File: src/rtl/cdt_pkg.sv
package cdt_pkg;
  // access size codes on bus_size
  typedef enum logic [1:0] {
    SZ_BYTE = 2'd0,
    SZ_HALF = 2'd1,
    SZ_WORD = 2'd2,
    SZ_RSVD = 2'd3
  } cdt_size_e;

  // register word indices (offset / 4)
  localparam int IDX_STATUS = 0;
  localparam int IDX_CTRL   = 1;
  localparam int IDX_PERIOD = 2;
  localparam int IDX_SNAP   = 3;
  localparam int NUM_REGS   = 4;
  localparam int NUM_RW     = 3;

  // control word bit positions
  localparam int AUTO_BIT = 0;
  localparam int RUN_BIT  = 2;
endpackage

File: src/rtl/cdt_rst_sync.sv
module cdt_rst_sync #(
  parameter int STAGES = 2
) (
  input  logic clk,
  input  logic rst_n,
  output logic rst_sync_n
);
  logic [STAGES-1:0] sync_q;
  logic [STAGES-1:0] sync_d;

  always_comb begin
    sync_d = {sync_q[STAGES-2:0], 1'b1};
  end

  always_ff @(posedge clk or negedge rst_n) begin
    if (!rst_n) sync_q <= '0;
    else        sync_q <= sync_d;
  end

  assign rst_sync_n = sync_q[STAGES-1];
endmodule

File: src/rtl/cdt_regfile.sv
module cdt_regfile
  import cdt_pkg::*;
#(
  parameter int DATA_W = 32,
  parameter int ADDR_W = 6
) (
  input  logic              clk,
  input  logic              rst_n,
  input  logic              bus_valid,
  input  logic              bus_write,
  input  logic [ADDR_W-1:0] bus_addr,
  input  logic [1:0]        bus_size,
  input  logic [DATA_W-1:0] bus_wdata,
  input  logic [DATA_W-1:0] live_count,
  output logic [DATA_W-1:0] bus_rdata,
  output logic              bus_err,
  output logic              ctrl_run,
  output logic              ctrl_auto,
  output logic [DATA_W-1:0] period
);
  localparam int IDX_W = ADDR_W - 2;

  logic [IDX_W-1:0]  word_idx;
  logic              aligned;
  logic              size_ok;
  logic              in_map;
  logic              rd_legal;
  logic              wr_legal;
  logic              rd_req;
  logic              wr_req;
  logic [DATA_W-1:0] rw_q [NUM_RW];
  logic [DATA_W-1:0] rw_d [NUM_RW];
  logic [DATA_W-1:0] mux_data;
  logic [DATA_W-1:0] rdata_q, rdata_d;
  logic              err_q, err_d;

  // decode
  always_comb begin
    word_idx = bus_addr[ADDR_W-1:2];
    aligned  = (bus_addr[1:0] == 2'b00);
    size_ok  = (cdt_size_e'(bus_size) == SZ_WORD);
    in_map   = (int'(word_idx) < NUM_REGS);
    rd_legal = size_ok && aligned && in_map;
    wr_legal = rd_legal && (int'(word_idx) != IDX_SNAP);
    rd_req   = bus_valid && !bus_write;
    wr_req   = bus_valid && bus_write;
  end

  // read/write registers, one per mapped index
  for (genvar g = 0; g < NUM_RW; g++) begin : g_rw
    logic wr_en;
    always_comb begin
      wr_en = wr_req && wr_legal && (int'(word_idx) == g);
      rw_d[g] = wr_en ? bus_wdata : rw_q[g];
    end
    always_ff @(posedge clk or negedge rst_n) begin
      if (!rst_n) rw_q[g] <= '0;
      else        rw_q[g] <= rw_d[g];
    end
  end

  // read mux
  always_comb begin
    mux_data = '0;
    case (int'(word_idx))
      IDX_STATUS: mux_data = rw_q[IDX_STATUS];
      IDX_CTRL:   mux_data = rw_q[IDX_CTRL];
      IDX_PERIOD: mux_data = rw_q[IDX_PERIOD];
      IDX_SNAP:   mux_data = live_count;
      default:    mux_data = '0;
    endcase
  end

  // response next state
  always_comb begin
    rdata_d = rdata_q;
    if (rd_req) rdata_d = rd_legal ? mux_data : '0;
    err_d = (rd_req && !rd_legal) || (wr_req && !wr_legal);
  end

  always_ff @(posedge clk or negedge rst_n) begin
    if (!rst_n) begin
      rdata_q <= '0;
      err_q   <= 1'b0;
    end else begin
      rdata_q <= rdata_d;
      err_q   <= err_d;
    end
  end

  assign bus_rdata = rdata_q;
  assign bus_err   = err_q;
  assign ctrl_run  = rw_q[IDX_CTRL][RUN_BIT];
  assign ctrl_auto = rw_q[IDX_CTRL][AUTO_BIT];
  assign period    = rw_q[IDX_PERIOD];
endmodule

File: src/rtl/cdt_counter.sv
module cdt_counter #(
  parameter int DATA_W = 32
) (
  input  logic              clk,
  input  logic              rst_n,
  input  logic              tick_en,
  input  logic              run,
  input  logic              auto,
  input  logic [DATA_W-1:0] period,
  output logic [DATA_W-1:0] count,
  output logic              irq
);
  localparam logic [DATA_W-1:0] ONE = DATA_W'(1);

  logic [DATA_W-1:0] cnt_q, cnt_d;
  logic              irq_q, irq_d;
  logic              step;

  always_comb begin
    step  = tick_en && run;
    cnt_d = cnt_q;
    irq_d = 1'b0;
    if (step) begin
      if (cnt_q != '0)  cnt_d = cnt_q - ONE;
      else if (auto)    cnt_d = period;
      // decision uses the value after this tick's update
      irq_d = (cnt_d == '0) && auto;
    end
  end

  always_ff @(posedge clk or negedge rst_n) begin
    if (!rst_n) begin
      cnt_q <= '0;
      irq_q <= 1'b0;
    end else begin
      cnt_q <= cnt_d;
      irq_q <= irq_d;
    end
  end

  assign count = cnt_q;
  assign irq   = irq_q;
endmodule

File: src/rtl/cdt_timer.sv
module cdt_timer #(
  parameter int DATA_W = 32,
  parameter int ADDR_W = 6
) (
  input  logic              clk,
  input  logic              rst_n,
  input  logic              tick_en,
  input  logic              bus_valid,
  input  logic              bus_write,
  input  logic [ADDR_W-1:0] bus_addr,
  input  logic [1:0]        bus_size,
  input  logic [DATA_W-1:0] bus_wdata,
  output logic [DATA_W-1:0] bus_rdata,
  output logic              bus_err,
  output logic              irq
);
  logic              rst_sync_n;
  logic              run_w;
  logic              auto_w;
  logic [DATA_W-1:0] period_w;
  logic [DATA_W-1:0] count_w;

  cdt_rst_sync #(.STAGES(2)) u_rst (
    .clk        (clk),
    .rst_n      (rst_n),
    .rst_sync_n (rst_sync_n)
  );

  cdt_regfile #(.DATA_W(DATA_W), .ADDR_W(ADDR_W)) u_regs (
    .clk        (clk),
    .rst_n      (rst_sync_n),
    .bus_valid  (bus_valid),
    .bus_write  (bus_write),
    .bus_addr   (bus_addr),
    .bus_size   (bus_size),
    .bus_wdata  (bus_wdata),
    .live_count (count_w),
    .bus_rdata  (bus_rdata),
    .bus_err    (bus_err),
    .ctrl_run   (run_w),
    .ctrl_auto  (auto_w),
    .period     (period_w)
  );

  cdt_counter #(.DATA_W(DATA_W)) u_cnt (
    .clk     (clk),
    .rst_n   (rst_sync_n),
    .tick_en (tick_en),
    .run     (run_w),
    .auto    (auto_w),
    .period  (period_w),
    .count   (count_w),
    .irq     (irq)
  );
endmodule

File: config.mk
export PLATFORM = sky130hd
export DESIGN_NAME = cdt_timer
export DESIGN_NICKNAME = d
export VERILOG_FILES = /design/src/rtl/cdt_pkg.sv /design/src/rtl/cdt_rst_sync.sv /design/src/rtl/cdt_regfile.sv /design/src/rtl/cdt_counter.sv /design/src/rtl/cdt_timer.sv
export SDC_FILE = /design/constraint.sdc
export NUM_CORES = 1
export LEC_CHECK = 0
export BUFFER_PORTS_ARGS = -buffer_cell sky130_fd_sc_hd__buf_2
export CAP_MARGIN = 25
export CORE_MARGIN = 5
export CORE_UTILIZATION = 30
export CTS_BUF_LIST = sky130_fd_sc_hd__clkbuf_8
export CTS_CLUSTER_DIAMETER = 120
export DETAILED_ROUTE_END_ITERATION = 8
export GPL_ROUTABILITY_DRIVEN = 0
export PLACE_DENSITY = 0.59
export SLEW_MARGIN = 20
export SYNTH_ARGS = -nofsm -noshare
export SYNTH_HDL_FRONTEND = slang
export SYNTH_SLANG_ARGS = --single-unit
File: constraint.sdc
create_clock -name clk -period 5.19 [get_ports clk]
set_input_delay 1.038 -clock clk [delete_from_list [all_inputs] [get_ports clk]]
set_output_delay 1.038 -clock clk [all_outputs]
set_load 0.005 [all_outputs]
== Word level (Yosys, flattened, before mapping) ==
Index checks and enable logic that the tools add are counted.
W data, S select, Z words.

* Add/subtract/negate cells: 1
* Magnitude comparators: 1
* Equality and inequality tests: 7
* Muxes and demuxes: 6
* Reductions and logical operators: 22

{| class="wikitable"
|+ Operator list
! operator !! count
|-
| $mux W32 || 4
|-
| $pmux W32 S4 || 1
|-
| $logic_not A32 Y1 || 1
|-
| $reduce_bool A32 Y1 || 1
|-
| $sub A32 B1 Y32 const B || 1
|-
| $logic_and A1 B1 Y1 || 13
|-
| $eq A4 B2 Y1 const B || 3
|-
| $logic_not A4 Y1 || 2
|-
| $eq A4 B1 Y1 const B || 1
|-
| $eq A4 B3 Y1 const B || 1
|-
| $lt A4 B3 Y1 const B || 1
|-
| $ne A4 B3 Y1 const B || 1
|-
| $logic_not A1 Y1 || 3
|-
| $eq A2 B2 Y1 const B || 1
|-
| $logic_not A2 Y1 || 1
|-
| $logic_or A1 B1 Y1 || 1
|-
| $mux W1 || 1
|}

* Flip-flop bits (word level): 164
* Input port bits: 45
* Output and inout bits: 34
* Logic and storage cells: 45

== Depth between registers and ports, before layout ==
* Depth in word-level cells: 7
* Gate-level depth with buffers: 13
* Gate-level depth less buffers: 10

== By module ==
Synthesis repeated with hierarchy kept, for this count alone.

* Cells, all modules: 772
* Area, all modules: 8,887.3 um^2

{| class="wikitable"
|+ By module, submodules not included
! module !! instances !! cells an instance !! area each (um^2) !! sequential area each (um^2)
|-
| cdt_regfile || 1 || 361 || 5,904.4 || 3,228.1
|-
| cdt_counter || 1 || 408 || 2,929.1 || 825.8
|-
| cdt_rst_sync || 1 || 3 || 53.8 || 50.0
|}

== Worst setup path after synthesis ==
OpenSTA, ideal clock, no wires.

* Path kind: in2reg
* Start point: in bus_addr[4]
* End point: reg u_regs.rw_q, in the netlist u_regs.period[17]
* Setup time: 125 ps
* Arrival time: 2,775 ps
* Data required time: 5,065 ps
* Slack: 2,290 ps
* Stages: 7
* Path buffers: 2
* Cells stage by stage: nor2_1 > and3_1 > clkbuf_1 > nand4b_1 > nor3_1 > clkbuf_1 > mux2_2

* Longest elaborated chain between the ends: 5
* Elaborated cells on any way between the ends: 7
* Classes of those cells: order compare: 1; eq/ne: 2; reduce/logical: 4

{| class="wikitable"
|+ Ends and longest elaborated chain
! what !! RTL line !! RTL
|-
| start: declaration || cdt_timer.sv:10 || <nowiki>input logic [ADDR_W-1:0] bus_addr,</nowiki>
|-
| $lt A4 B3 Y1 || cdt_regfile.sv:42 || <nowiki>in_map = (int'(word_idx) < NUM_REGS);</nowiki>
|-
| $logic_and A1 B1 Y1 || cdt_regfile.sv:43 || <nowiki>rd_legal = size_ok && aligned && in_map;</nowiki>
|-
| $logic_and A1 B1 Y1 || cdt_regfile.sv:44 || <nowiki>wr_legal = rd_legal && (int'(word_idx) != IDX_SNAP);</nowiki>
|-
| $logic_and A1 B1 Y1 || cdt_regfile.sv:53 || <nowiki>wr_en = wr_req && wr_legal && (int'(word_idx) == g);</nowiki>
|-
| $logic_and A1 B1 Y1 * || cdt_regfile.sv:53 ||
|-
| end signal: indexed assignment || cdt_regfile.sv:58 || <nowiki>else rw_q[g] <= rw_d[g];</nowiki>
|-
| end: declaration || cdt_regfile.sv:31 || <nowiki>logic [DATA_W-1:0] rw_q [NUM_RW];</nowiki>
|}

Every way passes the cells marked *; elsewhere a longest branch is shown, timed or not.
A chain may end at the register's enable or synchronous reset.

== Worst setup path in the final report ==
* Start point: reg u_cnt.cnt_q[12] (netlist: u_cnt.count[12])
* End point: reg u_cnt.irq_q (netlist: u_cnt.irq)

* Longest elaborated chain between the ends: 6
* Elaborated cells on any way between the ends: 8
* Classes of those cells: add/sub: 1; mux: 4; reduce/logical: 3

{| class="wikitable"
|+ Ends and longest elaborated chain
! what !! RTL line !! RTL
|-
| start: declaration || cdt_counter.sv:15 || <nowiki>logic [DATA_W-1:0] cnt_q, cnt_d;</nowiki>
|-
| start signal: assignment || cdt_counter.sv:36 || <nowiki>cnt_q <= cnt_d;</nowiki>
|-
| $sub A32 B1 Y32, or another cell as far along || cdt_counter.sv:24 || <nowiki>if (cnt_q != '0) cnt_d = cnt_q - ONE;</nowiki>
|-
| $mux W32 * || cdt_counter.sv:24 ||
|-
| $mux W32 * || cdt_counter.sv:23 || <nowiki>if (step) begin</nowiki>
|-
| $logic_not A32 Y1 * || cdt_counter.sv:27 || <nowiki>irq_d = (cnt_d == '0) && auto;</nowiki>
|-
| $logic_and A1 B1 Y1 * || cdt_counter.sv:27 ||
|-
| $mux W1 * || cdt_counter.sv:23 ||
|-
| net u_cnt.irq_d || cdt_counter.sv:16 || <nowiki>logic irq_q, irq_d;</nowiki>
|-
| end signal: assignment || cdt_counter.sv:37 || <nowiki>irq_q <= irq_d;</nowiki>
|-
| end: declaration || cdt_counter.sv:16 ||
|}

Mark *: on every way through the listed nets, which the timed path passes. The rest lies on a longest branch. The select of a mux whose other input is x is not followed.

==> results.sh <==
export IMPL_avgSynthCellArea_sq_um=10.25
export IMPL_die_w_microns=176.6
export IMPL_rsz0062_at_grt="false"
export IMPL_grt_antenna_before_repair=0
export IMPL_status="finished, final reports clean"
export IMPL_grt_ovfl_total=0
export IMPL_drive_gt1_share_pct=28.15
export IMPL_core_sq_um=27630
export IMPL_cap_violations=0
export IMPL_pre_cts_ws_ns=1.753
export IMPL_cp_max_fo=41
export IMPL_netlist_area_leader_share_pct=49.26
export IMPL_crit_path_top_delay_cell="or4_4"
export IMPL_cpLargestDelayFamily="simple AND/OR/NAND/NOR gates"
export IMPL_slew_headroom_pct=40.82
export IMPL_vias=6701
export IMPL_grt_pass1_vias=6670
export IMPL_start_kind="flop"
export IMPL_worst_ep_required_time_ns=5.56
export IMPL_track_usage_pct=15.39
export IMPL_postCtsSetupBuffers=0
export IMPL_cts_sinks=164
export IMPL_leakage_uw=0.004385
export IMPL_synthCells=813
export IMPL_max_stage_delay_ns=0.62
export IMPL_dr_pass1_iters=5
export IMPL_combPwrFrac_pct=6.5
export IMPL_clockBufferDepth=2
export IMPL_p_clk_share_pct=40.8
export IMPL_yosys_warnings=0
export IMPL_post_dp_hpwl_microns=16510
export IMPL_period_share_pct=64.70
export IMPL_clk_latency_ns=0.46
export IMPL_final_hold_viol_count=0
export IMPL_htreeDepth=4
export IMPL_first_iter_violations=528
export IMPL_cts_root_buf="clkbuf_8"
export IMPL_drtAntennaViolNets=0
export IMPL_pwr_share_seq_pct=52.6
export IMPL_critical_path_depth=9
export IMPL_synth_nets=860
export IMPL_timing_final_ws_setup_ns=1.832
export IMPL_setup_tns_ns=0
export IMPL_synth_distinct_cells=66
export IMPL_cts_resized=0
export IMPL_portBuffers=78
export IMPL_ff2ff_path_depth=9
export IMPL_p_int_uw=1852
export IMPL_finalSetupViolations=0
export IMPL_cp_end_kind="flop"
export IMPL_fin_cells=1252
export IMPL_grt_max_degree=92
export IMPL_clk_pin_slew_ns=0.09
export IMPL_dpl_cell_count=1219
export IMPL_ctsHoldBuffers=0
export IMPL_layout_commonest_cell="dfrtp_1"
export IMPL_wl_microns=23630
export IMPL_vdd_drop_max_mv=0.1603
export IMPL_finalPower_uw=2476
export IMPL_die_h_microns=176.6
export IMPL_power_switching_uw=624.1
export IMPL_fin_util_pct=34.56
export IMPL_die_area_sq_um=31200
export IMPL_tightest_slew_ns=0.8867
export IMPL_yosys_register_bits=164
export IMPL_numCtsBuffers=17
export IMPL_synth_area_leaders="dfrtp_1 49%, mux2_2 13%, nand2_1 4.1%, o21ai_0 4.1%, a22o_1 3.7%"
export IMPL_area_delta_synth_final_pct=14.61
export IMPL_io_pins=79
export IMPL_vias_per_cell=5.352
export IMPL_yosysSeqAreaShare_pct=49.26
export IMPL_async_reset_ff_share_pct=100.0
export IMPL_grt_first_pass_wirelength_microns=38380
export IMPL_hp_class="flop to asynchronous set/reset pin"
export IMPL_start_util_pct=30.15
export IMPL_switching_share_pct=25.20
export IMPL_rows=61
export IMPL_critical_path_class="flop to flop"
export IMPL_slew_violations=0
export IMPL_syn_cell_area_sq_um=8330
export IMPL_crit_buf_inv=1
export IMPL_avgRoutedWirePerCell_microns=18.87
export IMPL_synthFlopType="dfrtp_1"
export IMPL_synth_edf_count=0
export IMPL_cp_cell_sequence="or4_4 > or3_4 > nor3_4 > buf_4 > nor3_1 > a211o_1 > and4bb_1 > nand4_1 > nor4_2"
export IMPL_nFillCells=2867
export IMPL_drc_errors=0
export IMPL_clock_skew_final_ns=0.01188
export IMPL_cts_tree="yes"
export IMPL_nets=908
export IMPL_fmax_ghz=0.2978
export IMPL_antenna_cells=0
export IMPL_critPathArrivalTime_ns=3.73
export IMPL_min_period_ns=3.358
export IMPL_yosys_area_top_type="dfrtp_1"
export IMPL_cellPowerDensity_nw_per_um2=259.3
export IMPL_final_cell_mix="163 x dfrtp_1, 98 x mux2_2, 92 x nand2_1"
-- sequential cells by signal (all words and copies together) (netlist names) --
name and count:
u_cnt.irq 1, u_regs.bus_rdata 32, u_regs.period 32, u_regs.ctrl_auto 1
u_regs.ctrl_run 1, u_cnt.count 32, u_regs.bus_err 1, u_rst.sync_q 2
u_regs.rw_q 62
-- power by group through the flow --
stage | registers [uW] | clock network [uW] | logic [uW]
3_5_place_dp | 1340 | 0 | 152
4_1_cts | 1310 | 1040 | 153
5_1_grt | 1310 | 1100 | 183
3_3_place_gp | 1340 | 0 | 150
2_1_floorplan | 1340 | 0 | 85.2
6_report | 1300 | 1010 | 162
-- worst register-to-register path, stage by stage, from the launching register on --
cell,delay (ns)
dfrtp_1,0.52
or4_4,0.62
or3_4,0.43
nor3_4,0.20
buf_4,0.43
nor3_1,0.11
a211o_1,0.29
and4bb_1,0.26
nand4_1,0.12
nor4_2,0.29
-- stage by stage --
step	instance area, sq um	hold slack (ns)
floorplan	8330	0.3312
global placement	9087	0.3397
detailed placement	9087	0.3373
CTS	9520	0.3042
global route	9548	0.2662
finish	9548	0.2377
-- cells in the mapped netlist, drive strengths merged, types with 7 or more instances --
| cell | instances |
|---|---|
| nor2 | 51 |
| clkbuf | 51 |
| o21ai | 69 |
| nand3 | 11 |
| nor3 | 19 |
| or3 | 8 |
| o22ai | 13 |
| a22o | 35 |
| mux2 | 98 |
| a21oi | 45 |
| buf | 14 |
| inv | 10 |
| dfrtp | 164 |
| a31oi | 7 |
| a221oi | 33 |
| nand4 | 8 |
| nor4 | 13 |
| nand2 | 92 |
-- final timing paths --
check                      slack [ns]                               end                        start
min in group clk                 0.37         u_rst.sync_q[1]$_DFF_PN0_    u_rst.sync_q[0]$_DFF_PN0_
max in group asynchronous        4.16       u_regs.rw_q[83]$_DFFE_PN0P_    u_rst.sync_q[1]$_DFF_PN0_
hold reg to reg                  0.24  u_regs.bus_rdata[10]$_DFFE_PN0P_    u_rst.sync_q[1]$_DFF_PN0_
setup / recovery                 1.83               u_cnt.irq$_DFF_PN0_  u_cnt.count[12]$_DFFE_PN0P_
hold / removal                   0.24  u_regs.bus_rdata[10]$_DFFE_PN0P_    u_rst.sync_q[1]$_DFF_PN0_
setup reg to reg                 1.83               u_cnt.irq$_DFF_PN0_  u_cnt.count[12]$_DFFE_PN0P_
-- layout make-up --
class,count,area [sq um],area share [%]
repair buffers,94,543.0,5.687
clock buffers,19,261.5,2.739
clock inverters,13,171.4,1.795
multi-input cells,574,3954,41.41
well taps,378,473.0,4.953
inverters,10,37.54,0.3931
flip-flops and latches,164,4108,43.02
-- routing by layer --
layer | wire (microns) | part of all wire [%] | global-route usage (%) | vias up
li1 | - | - | - | 3118
met1 | 10640 | 45 | 21.22 | 3356
met2 | 11240 | 48 | 24.27 | 210
met3 | 1461 | 6.2 | 3.952 | 17
met4 | 297 | 1.3 | 3.933 | 0
met5 | 0 | 0 | 0 | -
-- cell families (layout without fill, tap and decap cells) --
logic type                 count (synthesis)  after routing  share of synthesized area, %
AOI/OAI and AO/OA                        232            232                         18.67
xor gates and xnor gates                   7              7                        0.7360
adders and majority gates                  2              2                        0.3003
buffers and inverters                     75            136                         3.620
DFF                                      164            164                         49.26
muxes                                     98             98                         13.25
other                                      1              1                       0.04502
and+or+nand+nor                          234            234                         14.12
Power figures use the tool's default switching activity.
